[config.mk]
export PLATFORM = sky130hd
export DESIGN_NAME = tile_map_fetcher
export DESIGN_NICKNAME = d
export VERILOG_FILES = /design/src/rtl/tmf_pkg.sv /design/src/rtl/tmf_scan.sv /design/src/rtl/tmf_mapport.sv /design/src/rtl/tmf_pixel.sv /design/src/rtl/tile_map_fetcher.sv
export SDC_FILE = /design/constraint.sdc
export NUM_CORES = 1
export LEC_CHECK = 0
export ABC_CLOCK_PERIOD_IN_PS = 3000
export BUFFER_PORTS_ARGS = -buffer_cell sky130_fd_sc_hd__buf_2
export CAP_MARGIN = 10
export CORE_MARGIN = 2
export CORE_UTILIZATION = 30
export DETAILED_ROUTE_END_ITERATION = 10
export GPL_TIMING_DRIVEN = 0
export PLACE_DENSITY_LB_ADDON = 0.2
export SYNTH_ARGS = -nofsm -noshare
export SYNTH_HDL_FRONTEND = slang
export SYNTH_SLANG_ARGS = --single-unit
[constraint.sdc]
create_clock -name clk -period 3 [get_ports clk]
set_input_delay 0.15 -clock clk [delete_from_list [all_inputs] [get_ports clk]]
set_output_delay 0.15 -clock clk [all_outputs]
set_load 0.05 [all_outputs]
[src/rtl/tmf_pkg.sv]
package tmf_pkg;
    // Tile edge is 2**TILE_LG pixels; entries carry a two-byte shape index.
    localparam int TILE_LG  = 3;
    localparam int TILE_PIX = 1 << TILE_LG;
    localparam int IDX_W    = 16;

    typedef logic [7:0] mbyte_t;
endpackage

[src/rtl/tmf_scan.sv]
module tmf_scan
    import tmf_pkg::*;
#(
    parameter int H_PIX = 640,
    parameter int V_PIX = 480,
    parameter int XW    = $clog2(H_PIX),
    parameter int YW    = $clog2(V_PIX)
) (
    input  logic          clk,
    input  logic          rst_n,
    output logic [XW-1:0] x,
    output logic [YW-1:0] y
);
    typedef struct packed {
        logic [XW-1:0] x;
        logic [YW-1:0] y;
    } scan_t;

    scan_t pos_d, pos_q;

    always_comb begin
        pos_d = pos_q;
        if (pos_q.x == XW'(H_PIX - 1)) begin
            pos_d.x = '0;
            if (pos_q.y == YW'(V_PIX - 1)) begin
                pos_d.y = '0;
            end else begin
                pos_d.y = pos_q.y + YW'(1);
            end
        end else begin
            pos_d.x = pos_q.x + XW'(1);
        end
    end

    always_ff @(posedge clk or negedge rst_n) begin
        if (!rst_n) begin
            pos_q <= '0;
        end else begin
            pos_q <= pos_d;
        end
    end

    assign x = pos_q.x;
    assign y = pos_q.y;

    // the line changes only at the end of a line
    AST_LINE_STEP: assert property (@(posedge clk) disable iff (!rst_n)
        ($past(pos_q.x) != XW'(H_PIX - 1)) |-> $stable(pos_q.y))
        else $error("line advanced mid-line");
endmodule

[src/rtl/tmf_mapport.sv]
module tmf_mapport
    import tmf_pkg::*;
#(
    parameter int COLS   = 80,
    parameter int XW     = 10,
    parameter int YW     = 9,
    parameter int MAP_AW = 14
) (
    input  logic              clk,
    input  logic              rst_n,
    input  logic [XW-1:0]     x,
    input  logic [YW-1:0]     y,
    input  logic              cpu_req,
    input  logic [MAP_AW-1:0] cpu_addr,
    input  mbyte_t            cpu_data,
    output logic              cpu_done,
    output logic              map_re,
    output logic              map_we,
    output logic [MAP_AW-1:0] map_addr,
    output mbyte_t            map_wdata
);
    // Display reads own the first cycle of every half tile.
    localparam int SLOT_LG = TILE_LG - 1;

    typedef struct packed {
        logic done;
    } port_t;

    port_t st_d, st_q;

    logic              disp_slot;
    logic              grant;
    int                tile_i;
    logic [MAP_AW-1:0] disp_addr;

    always_comb begin
        disp_slot = (x[SLOT_LG-1:0] == '0);
        tile_i    = (int'(y) / TILE_PIX) * COLS + (int'(x) / TILE_PIX);
        disp_addr = MAP_AW'(2 * tile_i + int'(x[TILE_LG-1]));
        // A request is masked in its own done cycle so it is written once.
        grant     = cpu_req && !disp_slot && !st_q.done;
        st_d.done = grant;
    end

    always_ff @(posedge clk or negedge rst_n) begin
        if (!rst_n) begin
            st_q <= '0;
        end else begin
            st_q <= st_d;
        end
    end

    assign map_re    = disp_slot;
    assign map_we    = grant;
    assign map_addr  = grant ? cpu_addr : disp_addr;
    assign map_wdata = cpu_data;
    assign cpu_done  = st_q.done;

    AST_DONE_FOLLOWS_WE: assert property (@(posedge clk) disable iff (!rst_n)
        map_we |=> cpu_done)
        else $error("write without acknowledge");

    AST_DONE_SINGLE: assert property (@(posedge clk) disable iff (!rst_n)
        cpu_done |=> !cpu_done)
        else $error("acknowledge longer than one cycle");

    AST_WE_HAS_REQ: assert property (@(posedge clk) disable iff (!rst_n)
        map_we |-> cpu_req)
        else $error("write with no request");
endmodule

[src/rtl/tmf_pixel.sv]
module tmf_pixel
    import tmf_pkg::*;
#(
    parameter int H_PIX   = 640,
    parameter int XW      = 10,
    parameter int YW      = 9,
    parameter int COLOR_W = 8
) (
    input  logic                      clk,
    input  logic                      rst_n,
    input  logic [XW-1:0]             x,
    input  logic [YW-1:0]             y,
    input  mbyte_t                    map_rdata,
    input  mbyte_t                    shp_rdata,
    input  logic [COLOR_W-1:0]        fg_color,
    input  logic [COLOR_W-1:0]        bg_color,
    output logic                      shp_re,
    output logic [IDX_W+TILE_LG-1:0]  shp_addr,
    output logic                      pix_valid,
    output logic [XW-1:0]             pix_x,
    output logic [YW-1:0]             pix_y,
    output logic [COLOR_W-1:0]        pix_color
);
    localparam logic [TILE_LG-1:0] PH_LO   = TILE_LG'(1);
    localparam logic [TILE_LG-1:0] PH_HI   = TILE_LG'(TILE_PIX / 2 + 1);
    localparam logic [TILE_LG-1:0] PH_SHP  = TILE_LG'(TILE_PIX - 2);
    localparam logic [TILE_LG-1:0] PH_LOAD = TILE_LG'(TILE_PIX - 1);

    typedef struct packed {
        mbyte_t              lo;
        mbyte_t              hi;
        mbyte_t              sreg;
        logic                valid;
        logic [XW-1:0]       px;
        logic [YW-1:0]       py;
        logic [COLOR_W-1:0]  color;
    } pix_t;

    pix_t st_d, st_q;
    logic [TILE_LG-1:0] phase;

    always_comb begin
        st_d  = st_q;
        phase = x[TILE_LG-1:0];
        if (phase == PH_LO) begin
            st_d.lo = map_rdata;
        end
        if (phase == PH_HI) begin
            st_d.hi = map_rdata;
        end
        if (phase == PH_LOAD) begin
            // Shape byte arrives now; its leftmost pixel is output next.
            st_d.sreg  = shp_rdata << 1;
            st_d.color = shp_rdata[7] ? fg_color : bg_color;
            st_d.valid = 1'b1;
            st_d.px    = {x[XW-1:TILE_LG], {TILE_LG{1'b0}}};
            st_d.py    = y;
        end else begin
            st_d.sreg  = st_q.sreg << 1;
            st_d.color = st_q.sreg[7] ? fg_color : bg_color;
            st_d.px    = st_q.px + XW'(1);
        end
    end

    always_ff @(posedge clk or negedge rst_n) begin
        if (!rst_n) begin
            st_q <= '0;
        end else begin
            st_q <= st_d;
        end
    end

    assign shp_re    = (phase == PH_SHP);
    assign shp_addr  = {st_q.hi, st_q.lo, y[TILE_LG-1:0]};
    assign pix_valid = st_q.valid;
    assign pix_x     = st_q.px;
    assign pix_y     = st_q.py;
    assign pix_color = st_q.color;

    AST_VALID_HOLDS: assert property (@(posedge clk) disable iff (!rst_n)
        pix_valid |=> pix_valid)
        else $error("valid dropped");

    AST_X_STEP: assert property (@(posedge clk) disable iff (!rst_n)
        (pix_valid && $past(pix_valid) && $past(pix_x) != XW'(H_PIX - 1))
            |-> (pix_x == $past(pix_x) + XW'(1)))
        else $error("column skipped");

    AST_X_WRAP: assert property (@(posedge clk) disable iff (!rst_n)
        (pix_valid && $past(pix_valid) && $past(pix_x) == XW'(H_PIX - 1))
            |-> (pix_x == '0))
        else $error("column did not wrap");
endmodule

[src/rtl/tile_map_fetcher.sv]
module tile_map_fetcher
    import tmf_pkg::*;
#(
    parameter int H_PIX   = 640,
    parameter int V_PIX   = 480,
    parameter int COLOR_W = 8,
    parameter int COLS    = H_PIX / TILE_PIX,
    parameter int ROWS    = V_PIX / TILE_PIX,
    parameter int MAP_AW  = $clog2(2 * COLS * ROWS),
    parameter int XW      = $clog2(H_PIX),
    parameter int YW      = $clog2(V_PIX)
) (
    input  logic                     clk,
    input  logic                     rst_n,
    input  logic [COLOR_W-1:0]       fg_color,
    input  logic [COLOR_W-1:0]       bg_color,
    input  logic                     cpu_req,
    input  logic [MAP_AW-1:0]        cpu_addr,
    input  logic [7:0]               cpu_data,
    output logic                     cpu_done,
    output logic                     map_re,
    output logic                     map_we,
    output logic [MAP_AW-1:0]        map_addr,
    output logic [7:0]               map_wdata,
    input  logic [7:0]               map_rdata,
    output logic                     shp_re,
    output logic [IDX_W+TILE_LG-1:0] shp_addr,
    input  logic [7:0]               shp_rdata,
    output logic                     pix_valid,
    output logic [XW-1:0]            pix_x,
    output logic [YW-1:0]            pix_y,
    output logic [COLOR_W-1:0]       pix_color
);
    logic [XW-1:0] scan_x;
    logic [YW-1:0] scan_y;

    tmf_scan #(
        .H_PIX (H_PIX),
        .V_PIX (V_PIX),
        .XW    (XW),
        .YW    (YW)
    ) u_scan (
        .clk   (clk),
        .rst_n (rst_n),
        .x     (scan_x),
        .y     (scan_y)
    );

    tmf_mapport #(
        .COLS   (COLS),
        .XW     (XW),
        .YW     (YW),
        .MAP_AW (MAP_AW)
    ) u_mapport (
        .clk       (clk),
        .rst_n     (rst_n),
        .x         (scan_x),
        .y         (scan_y),
        .cpu_req   (cpu_req),
        .cpu_addr  (cpu_addr),
        .cpu_data  (cpu_data),
        .cpu_done  (cpu_done),
        .map_re    (map_re),
        .map_we    (map_we),
        .map_addr  (map_addr),
        .map_wdata (map_wdata)
    );

    tmf_pixel #(
        .H_PIX   (H_PIX),
        .XW      (XW),
        .YW      (YW),
        .COLOR_W (COLOR_W)
    ) u_pixel (
        .clk       (clk),
        .rst_n     (rst_n),
        .x         (scan_x),
        .y         (scan_y),
        .map_rdata (map_rdata),
        .shp_rdata (shp_rdata),
        .fg_color  (fg_color),
        .bg_color  (bg_color),
        .shp_re    (shp_re),
        .shp_addr  (shp_addr),
        .pix_valid (pix_valid),
        .pix_x     (pix_x),
        .pix_y     (pix_y),
        .pix_color (pix_color)
    );

    AST_RD_WR_EXCL: assert property (@(posedge clk) disable iff (!rst_n)
        map_we |-> !map_re)
        else $error("write in a display slot");

    AST_SHP_AFTER_HI: assert property (@(posedge clk) disable iff (!rst_n)
        shp_re |-> $past(map_re, 2))
        else $error("shape read not two cycles after high-byte read");
endmodule

==> run_results.csv, run 1 <==
group,metric,value,unit
run_status,status,"completed",
sta,layout_setup_ws,0.132,ns
drt,drt_iter0_markers,184,
grt,grt_pass1_wl,14400,um
drt,ant_nets,0,
cells_and_area,n_fill_cell,1276,
pwr,vdd_drop_max,0.000277,V
sta,maxSlewViolCount,0,
synthesis,ys_ff_latch,71,
placed_design,routabilityCongestion,0.771,
cells_and_area,fin_util,0.412,
critical_path,crit_chain,"ha_1, ha_2, fa_2, xor2_2, nand3_2, nor4_4, xnor2_1, o21ai_1, buf_6",
placed_design,dp_slack,0.250,ns
critical_path,regToRegStartpoint,"u_scan.x[0]$_DFF_PN0_",
floorplan,dieArea,13900,sq um
synthesis,synth_top_area_cell,"dfrtp_1",
sta,fin_crit_sh,0.956,
cells_and_area,area_delta_synth_final,34.0,%
synthesis,synth_edf_count,0,
clock_tree,cts_sinks,71,
grt,grt_pass1_vias,2865,
job,drv_cap,0,
drt,via_count,2905,
clock_tree,clk_path_buf_depth,2,
synthesis,synthFlopType,"dfrtp_1",
synthesis,synth_xor_area_frac,0.0541,
grt,overflow,0,
critical_path,end_kind,"output port",
synthesis,synth_nets,430,
clock_tree,path_clk_slew,0.06,ns
sta,setup_violations,0,
synthesis,yosys.area_share.simple,0.110,
pwr,finalPower,2.49,mW
synthesis,synth_top_family_by_area,"multiplexers",
grt,grt_max_degree,43,
drt,drt_wl_total,8570,um
clock_tree,clock_latency,0.33,ns
synthesis,synth_common_cells,"dfrtp_1 (71), buf_4 (54), mux2_2 (46)",
synthesis,netlist_area,3880,sq um
cells_and_area,n_antenna_cell,0,
drt,viasPerCell,4.32,
critical_path,cp.required,2.85,ns
sta,timing.final.crit_period,2.87,ns
critical_path,slowest_delay,0.43,ns
synthesis,ys_types,38,
clock_tree,cts_tree,"built",
placed_design,placed_area,4730,sq um
synthesis,avgSynthCellArea,11.0,sq um
critical_path,critPathLaunchType,"register",
sta,finalHoldViolCount,0,
placed_design,dp_hpwl,6450,um
placed_design,io_buffers,121,
critical_path,criticalPathCategory,"reg -> out",
synthesis,synth_fa_ha_area_frac,0.0683,
cells_and_area,final_layout_size_suffix_gt1_frac,0.522,
critical_path,crit_path_max_fanout,3,
synthesis,yosys.area.top_type_share,0.457,
synthesis,syn_inst,353,
critical_path,slowest_stage,"dfrtp_2",
clock_tree,clockRootBuffer,"clkbuf_16",
floorplan,die_h,118,um
sta,timing.fmax,349,MHz
synthesis,synthArstFlopShare,1.00,
synthesis,synth_area_leaders,"dfrtp_1 (46%), mux2_2 (13%), buf_4 (10%), ha_1 (5.8%), xnor2_1 (3.8%)",
floorplan,num_rows,41,
cells_and_area,fin_area,5200,sq um
sta,clock_skew,0.00498,ns
grt,track_usage,0.130,
pwr,pwr_density_cell,478,nW/um^2
floorplan,core_area,12600,sq um
floorplan,initial_core_util,0.308,
drt,wl_per_cell,12.7,um
synthesis,synth-compound-area-share,0.0528,
clock_tree,cts_made_buffers,9,
cells_and_area,fin_cells,672,
critical_path,arrival,2.72,ns
floorplan,io_pins,130,
synthesis,synth_most_common_cell,"dfrtp_1",
synthesis,synth_mux_area_frac,0.136,
cells_and_area,nets,572,
grt,antenna_found_initial,0,
synthesis,synth_warnings,0,
critical_path,setup.worst_path.start,"u_scan.y[4]$_DFFE_PN0N_",
sta,worst_pin_slew,0.896,ns
min_path,worstHoldStart,"shp_rdata[0]",
clock_tree,cts_htree_levels,3,
drt,first_pass_iters,4,
pwr,p_leak,2.58,nW
min_path,hold_path.class,"in -> reg",
floorplan,die_w,118,um
placed_design,placed_cells,647,
synthesis,ys_seq_area_frac,0.457,
drt,drc,0,
sta,slew_headroom,0.394,
==> worst paths after layout <==
kind | to | slack (ns) | depth (start not counted)
worst max register to register | u_pixel.pix_color[7]$_DFF_PN0_ | 0.52 | 5
worst min register to register | u_pixel.pix_valid$_DFFE_PN0P_ | 0.46 | 1
min in group asynchronous | u_mapport.cpu_done$_DFF_PN0_ | 0.30 | 2
worst max-delay path | map_addr[12] | 0.13 | 9
worst min-delay path | u_pixel.st_q[29]$_DFF_PN0_ | 0.03 | 2
max in group asynchronous | u_scan.y[5]$_DFFE_PN0N_ | 2.14 | 3
==> cell families after synthesis <==
logic type	count (synthesis)
xor gates and xnor gates	24
AOI/OAI and AO/OA	37
muxes	47
DFF	71
and+or+nand+nor	83
adders and majority gates	20
buffers and inverters	71
==> per-layer routing <==
metal	global-route usage	share of wire	vias up	routed length (um)
met3	0.0257	0.057	10	487
met5	0	0	-	0
met4	0.0587	0.019	0	167
met2	0.199	0.45	101	3880
met1	0.176	0.47	1355	4030
li1	-	-	1439	-
==> where the power goes <==
group	leakage, nW	switching (mW)	internal (mW)	total (mW)
Sequential	0.882	0.00843	0.981	0.990
Clock	0.169	0.382	0.819	1.20
Combinational	1.53	0.190	0.106	0.296
Total	2.58	0.581	1.91	2.49
==> placed cells by master, fill, tap and decap left out, types with 3 or more instances in the layout <==
| cell | instances |
|---|---|
| o21ai_1 | 3 |
| a21oi_1 | 8 |
| clkbuf_1 | 7 |
| xnor2_1 | 17 |
| xor2_1 | 6 |
| nor2b_1 | 4 |
| o21ai_0 | 17 |
| dfrtp_1 | 67 |
| dfrtp_2 | 4 |
| buf_2 | 119 |
| nor2_1 | 19 |
| mux2_2 | 46 |
| a31oi_1 | 4 |
| buf_4 | 64 |
| clkbuf_16 | 9 |
| nand2_1 | 25 |
| nand3_1 | 12 |
| inv_1 | 8 |
| clkbuf_8 | 4 |
| ha_1 | 17 |
==> through the flow <==
stage,TNS [ns],hold WS (ns)
finish,0,0.0328
CTS,0,0.0240
global placement,0,0.365
global route,-0.0179,0.0223
floorplan,0,-0.146
detailed placement,0,0.115
==> area by class of cell <==
| cell class | count | area, sq um | area share |
|---|---|---|---|
| Clock inverter | 2 | 60.1 | 0.0115 |
| Inverter | 8 | 30.0 | 0.00577 |
| Clock buffer | 14 | 284 | 0.0546 |
| Sequential cell | 71 | 1780 | 0.342 |
| Multi-Input combinational cell | 211 | 1670 | 0.322 |
| Tap cell | 172 | 215 | 0.0414 |
| Timing Repair Buffer | 131 | 717 | 0.138 |
| Buffer | 63 | 442 | 0.0849 |
==> worst max-delay path: cells and delay by family, from the launching register on <==
kind                       cells  cell delay [ns]
AOI/OAI and AO/OA              1             0.15
xor gates and xnor gates       2             0.32
adders and majority gates      3             0.91
buffers and inverters          1             0.18
DFF                            1             0.43
and+or+nand+nor                2             0.41
==> flip-flops by register name, indices dropped and copies added, names as in the netlist <==
register	count
u_scan.x	10
u_pixel.pix_valid	1
u_pixel.pix_x	10
u_pixel.st_q	7
u_mapport.cpu_done	1
u_pixel.pix_color	8
u_scan.y	9
u_pixel.pix_y	9
u_pixel.shp_addr	16
==> timing repair <==
item                                    4_1_cts  5_1_grt
buffers inserted                              0        8
hold endpoints to repair                     29        0
hold buffers                                  1        0
endpoints found under the setup margin        3        7
gates resized for setup                       5       10
pin swaps                                     0        6
(Power assumes the default switching activity.)
==> run 2: changes to the inputs <==
Settings changed: CELL_PAD_IN_SITES_DETAIL_PLACEMENT from default to 1, CELL_PAD_IN_SITES_GLOBAL_PLACEMENT from default to 2, SKIP_LAST_GASP from default to 1.
==> run 2 against run 1 <==
  * Final area down 1.9%
  * Global-route usage up 0.86 points
  * Clock power down 9%
  * Via count up 0.24%
  * Critical endpoint is now map_addr[13]
  * Highest routed layer unchanged
==> run_results.csv, run 2 (synthesis gave the netlist of run 1 again) <==
group,metric,value,unit
run_status,status,"completed",
sta,timing.fmax,351,MHz
sta,clock_skew,0.00557,ns
placed_design,dp_hpwl,6810,um
grt,antenna_found_initial,0,
grt,track_usage,0.138,
placed_design,dp_slack,0.304,ns
clock_tree,clk_path_buf_depth,2,
sta,worst_pin_slew,0.935,ns
floorplan,die_h,118,um
cells_and_area,area_delta_synth_final,31.4,%
cells_and_area,fin_area,5100,sq um
pwr,finalPower,2.38,mW
pwr,p_sw,623,uW
drt,drt_iter0_markers,57,
cells_and_area,final_cell_mix,"buf_2 (119), dfrtp_1 (69), buf_4 (58)",
critical_path,crit_family,"adder cells",
placed_design,io_buffers,121,
cells_and_area,seqCellArea,1780,sq um
grt,grt_pass1_vias,3060,
critical_path,crit_top_cell,"ha_1",
floorplan,num_rows,41,
floorplan,dieArea,13900,sq um
floorplan,io_pins,130,
min_path,hold_path.class,"in -> reg",
grt,grt_max_degree,48,
cells_and_area,nets,566,
grt,overflow,0,
critical_path,arrival,2.70,ns
drt,via_count,2912,
critical_path,slowest_delay,0.46,ns
critical_path,r2r_setup_slack,0.50,ns
grt,grt_pass1_wl,15300,um
floorplan,core_area,12600,sq um
pwr,power.internal,1.76,mW
pwr,power.share.switching,0.262,
job,drv_cap,0,
clock_tree,cts_htree_levels,3,
pwr,combinationalPowerShare,0.125,
critical_path,crit_chain,"ha_1, ha_1, fa_2, a21o_1, a21oi_1, xnor2_1, a31oi_1, o21ai_1, buf_6",
sta,holdWs,0.0287,ns
pwr,power_frac_clock,0.459,
floorplan,initial_core_util,0.308,
sta,slew_headroom,0.368,
sta,finalHoldViolCount,0,
drt,ant_nets,0,
cells_and_area,largest_reg_flops,16,
pwr,vdd_drop_max,0.000174,V
cells_and_area,n_antenna_cell,0,
pwr,p_leak,2.54,nW
cells_and_area,multi_input_area,1660,sq um
sta,layout_setup_ws,0.152,ns
clock_tree,cts_sinks,71,
critical_path,critPathLaunchType,"register",
critical_path,cp.required,2.85,ns
clock_tree,clockRootBuffer,"clkbuf_16",
critical_path,end_kind,"output port",
clock_tree,cts_made_buffers,9,
placed_design,placed_area,4730,sq um
clock_tree,path_clk_slew,0.06,ns
cells_and_area,mostFrequentLayoutCell,"buf_2",
drt,first_pass_iters,4,
clock_tree,clock_latency,0.33,ns
drt,wl_per_cell,13.4,um
clock_tree,cts_tree,"built",
drt,viasPerCell,4.37,
floorplan,die_w,118,um
critical_path,slowest_stage,"dfrtp_2",
cells_and_area,final_layout_size_suffix_gt1_frac,0.510,
sta,rsz0062_at_grt,"no",
sta,setup_violations,0,
pwr,pwr_density_cell,467,nW/um^2
sta,fin_crit_sh,0.949,
critical_path,crit_path_max_fanout,7,
drt,drc,0,
placed_design,routabilityCongestion,0.759,
cells_and_area,n_fill_cell,1471,
pwr,seqPwrFrac,0.416,
critical_path,critPathBufInv,1,
drt,drt_wl_total,8930,um
sta,maxSlewViolCount,0,
critical_path,criticalPathCategory,"reg -> out",
sta,timing.final.crit_period,2.85,ns
## run 2: cell count changes in the layout (fill, tap and decap cells not counted), moves of 2 or more
cell / change
buf_4: -6
clkinv_4: +2
clkbuf_8: -3
dfrtp_1: +2
dfrtp_2: -2
## run 2: per-stage QoR
| step | TNS, ns | instances | utilization |
|---|---|---|---|
| final | 0 | 666 | 0.404 |
| after global routing | 0 | 666 | 0.404 |
| after CTS | -0.0247 | 664 | 0.401 |
| after detailed placement | 0 | 647 | 0.375 |
| after global placement | 0 | 646 | 0.373 |
| after floorplan | 0 | 353 | - |
## run 2: path summary, 6_finish.rpt
kind                                                     from                              to  cells after the start
worst min register to register  u_pixel.pix_valid$_DFFE_PN0P_   u_pixel.pix_valid$_DFFE_PN0P_                      1
max in group asynchronous                               rst_n         u_scan.y[1]$_DFFE_PN0N_                      3
min in group asynchronous                               rst_n      u_pixel.pix_x[8]$_DFF_PN0_                      2
worst min-delay path                             shp_rdata[0]      u_pixel.st_q[29]$_DFF_PN0_                      2
worst max register to register          u_scan.x[0]$_DFF_PN0_  u_pixel.pix_color[5]$_DFF_PN0_                      5
worst max-delay path                  u_scan.y[6]$_DFFE_PN0N_                    map_addr[13]                      9
## run 2: cell type report
cell class / count / area share
clock buffers: 10 / 0.0468
repair buffers: 125 / 0.132
multi-input cells: 211 / 0.325
well taps: 172 / 0.0422
inverters: 8 / 0.00589
plain buffers: 63 / 0.0866
flip-flops and latches: 71 / 0.349
clock inverters: 6 / 0.0135
## run 2: repair_timing
action,CTS,global route
setup endpoints to repair,5,3
hold buffers,1,0
buffers inserted,0,2
pin swaps,0,1
cloned,0,0
endpoints found under the hold margin,24,0
gates resized for setup,3,7
## run 2: power groups by stage
stage	clock network (mW)	registers, mW	logic (mW)
2_1_floorplan	0	1.00	0.205
3_3_place_gp	0	1.01	0.291
3_5_place_dp	0	1.01	0.300
4_1_cts	1.13	0.989	0.302
5_1_grt	1.17	0.991	0.318
6_report	1.09	0.989	0.298
## run 2: routing by layer
metal,routed length (um),GRT usage,up-vias
met5,0,0,-
met4,140,0.0497,0
met3,363,0.0339,12
met2,4540,0.234,65
met1,3890,0.171,1415
li1,-,-,1420
==> run 3: changes to the inputs <==
Settings changed: CELL_PAD_IN_SITES_GLOBAL_PLACEMENT 2 to 1.
==> run 3 against run 2 <==
  * Cell count rose by 1.2%
  * Global-route usage fell by 0.099 points
  * Utilization rose by 0.85 points
  * Worst hold slack improved by 0.014 ns
  * Wire length rose by 5.6%
  * Non-clock buffer count rose by 8
  * Total power fell by 1.8%
  * Combinational power barely moved
  * Die area did not move
  * Clock power fell by 4%
  * Clock skew rose by 0.0022 ns
==> run_results.csv, run 3 (synthesis gave the netlist of run 1 again) <==
group,metric,value,unit
cells_and_area,seqCellArea,1780,sq um
floorplan,die_h,118,um
floorplan,core_area,12600,sq um
clock_tree,cts_tree,"built",
cells_and_area,largest_reg_flops,16,
critical_path,crit_path_max_fanout,4,
clock_tree,cts_htree_levels,3,
floorplan,die_w,118,um
critical_path,setup.worst_path.start,"u_scan.y[6]$_DFFE_PN0N_",
critical_path,r2r_setup_slack,0.52,ns
grt,grt_pass1_wl,15300,um
cells_and_area,final_layout_size_suffix_gt1_frac,0.534,
sta,slew_headroom,0.389,
cells_and_area,n_antenna_cell,0,
floorplan,num_rows,41,
cells_and_area,n_fill_cell,1452,
min_path,hold_path.class,"in -> reg",
placed_design,placed_cells,647,
clock_tree,clockRootBuffer,"clkbuf_16",
drt,drt_iter0_markers,115,
pwr,pwr_density_cell,449,nW/um^2
grt,grt_max_degree,70,
cells_and_area,fin_cells,674,
cells_and_area,mostFrequentLayoutCell,"buf_2",
clock_tree,cts_made_buffers,9,
placed_design,placed_area,4730,sq um
clock_tree,clk_path_buf_depth,2,
job,drv_cap,0,
critical_path,crit_family,"adder cells",
run_status,status,"completed",
drt,ant_nets,0,
sta,worst_pin_slew,0.904,ns
sta,timing.final.crit_period,2.90,ns
clock_tree,cts_sinks,71,
sta,setup_violations,0,
drt,viasPerCell,4.43,
drt,first_pass_iters,4,
drt,wl_met2,4490,um
clock_tree,clock_latency,0.33,ns
grt,overflow,0,
placed_design,io_buffers,121,
placed_design,dp_hpwl,7110,um
cells_and_area,fin_area,5210,sq um
floorplan,dieArea,13900,sq um
critical_path,critPathLaunchType,"register",
floorplan,io_pins,130,
critical_path,critPathBufInv,2,
critical_path,cp.required,2.85,ns
critical_path,regToRegStartpoint,"u_scan.x[0]$_DFF_PN0_",
grt,track_usage,0.137,
drt,wl_met1,4300,um
clock_tree,path_clk_slew,0.06,ns
drt,met3_length,507,um
grt,antenna_found_initial,0,
critical_path,arrival,2.75,ns
pwr,p_leak,2.58,nW
sta,maxSlewViolCount,0,
cells_and_area,multi_input_area,1720,sq um
pwr,vdd_drop_max,0.000226,V
sta,fin_crit_sh,0.967,
grt,grt_pass1_vias,3065,
critical_path,criticalPathCategory,"reg -> out",
critical_path,crit_chain,"buf_4, ha_1, ha_2, nand3_1, a21oi_1, nor2_1, xnor2_1, o21ai_1, buf_2",
critical_path,rr_worst_depth,5,
min_path,hold_depth,2,
sta,clock_skew,0.00774,ns
cells_and_area,final_cell_mix,"buf_2 (120), dfrtp_1 (67), buf_4 (66)",
drt,drc,0,
cells_and_area,nets,574,
drt,top_layer,"met4",
cells_and_area,area_delta_synth_final,34.1,%
sta,finalHoldViolCount,0,
critical_path,slowest_stage,"dfrtp_2",
critical_path,worstReg2RegEnd,"u_pixel.pix_color[1]$_DFF_PN0_",
floorplan,initial_core_util,0.308,
drt,wl_per_cell,14.0,um
sta,holdWs,0.0425,ns
min_path,hold_end,"u_pixel.st_q[29]$_DFF_PN0_",
sta,timing.fmax,345,MHz
drt,drt_wl_total,9430,um
min_path,worstHoldStart,"shp_rdata[0]",
critical_path,slowest_delay,0.44,ns
drt,via_count,2989,
critical_path,end_kind,"output port",
placed_design,routabilityCongestion,0.767,
[run 3: cell count changes in the layout (fill, tap and decap cells not counted), sizes merged]
cell,delta
inv,-1
clkbuf,+1
buf,+9
clkinvlp,-1
[run 3: how the worst max path moves through the flow]
stage / to / slack [ns] / depth (start not counted)
after CTS: map_addr[12] / -0.007 / 9
after floorplan: map_addr[2] / 0.03 / 5
final: map_addr[11] / 0.1 / 9
after global routing: map_addr[12] / -0.02 / 9
after detailed placement: map_addr[12] / 0.23 / 9
after global placement: map_addr[12] / 0.26 / 9
[run 3: per-layer routing]
| layer | GRT usage | up-vias |
|---|---|---|
| met3 | 0.0368 | 9 |
| met2 | 0.222 | 98 |
| met1 | 0.176 | 1441 |
| met4 | 0.0497 | 0 |
| met5 | 0 | - |
| li1 | - | 1441 |
[run 3: timing repair]
item / 4_1_cts / 5_1_grt
resized for setup: 5 / 16
pin swaps: 0 / 9
buffers inserted: 0 / 10
endpoints found under the setup margin: 11 / 3
hold buffers: 1 / 0
endpoints found under the hold margin: 71 / 0
[run 3: layout make-up]
type	instances	share of cell area
timing repair buffer	133	0.140
buffer	63	0.0848
inverter	8	0.00576
multi-input combinational	211	0.330
tap	172	0.0413
clock inverter	4	0.00865
sequential	71	0.342
clock buffer	12	0.0473
[run 3: report_power, final]
part           internal (mW)  switching, mW  total (mW)
combinational          0.106          0.194       0.300
sequential             0.981        0.00798       0.989
clock                  0.662          0.386        1.05
[run 3: stage by stage]
step           TNS [ns]   util  total power [mW]  worst slack, ns
2_1_floorplan         0      -              1.21           0.0256
3_3_place_gp          0  0.373              1.30            0.259
3_5_place_dp          0  0.375              1.31            0.230
4_1_cts        -0.00699  0.401              2.37         -0.00699
5_1_grt         -0.0374  0.413              2.43          -0.0191
6_report              0  0.413              2.34           0.0992
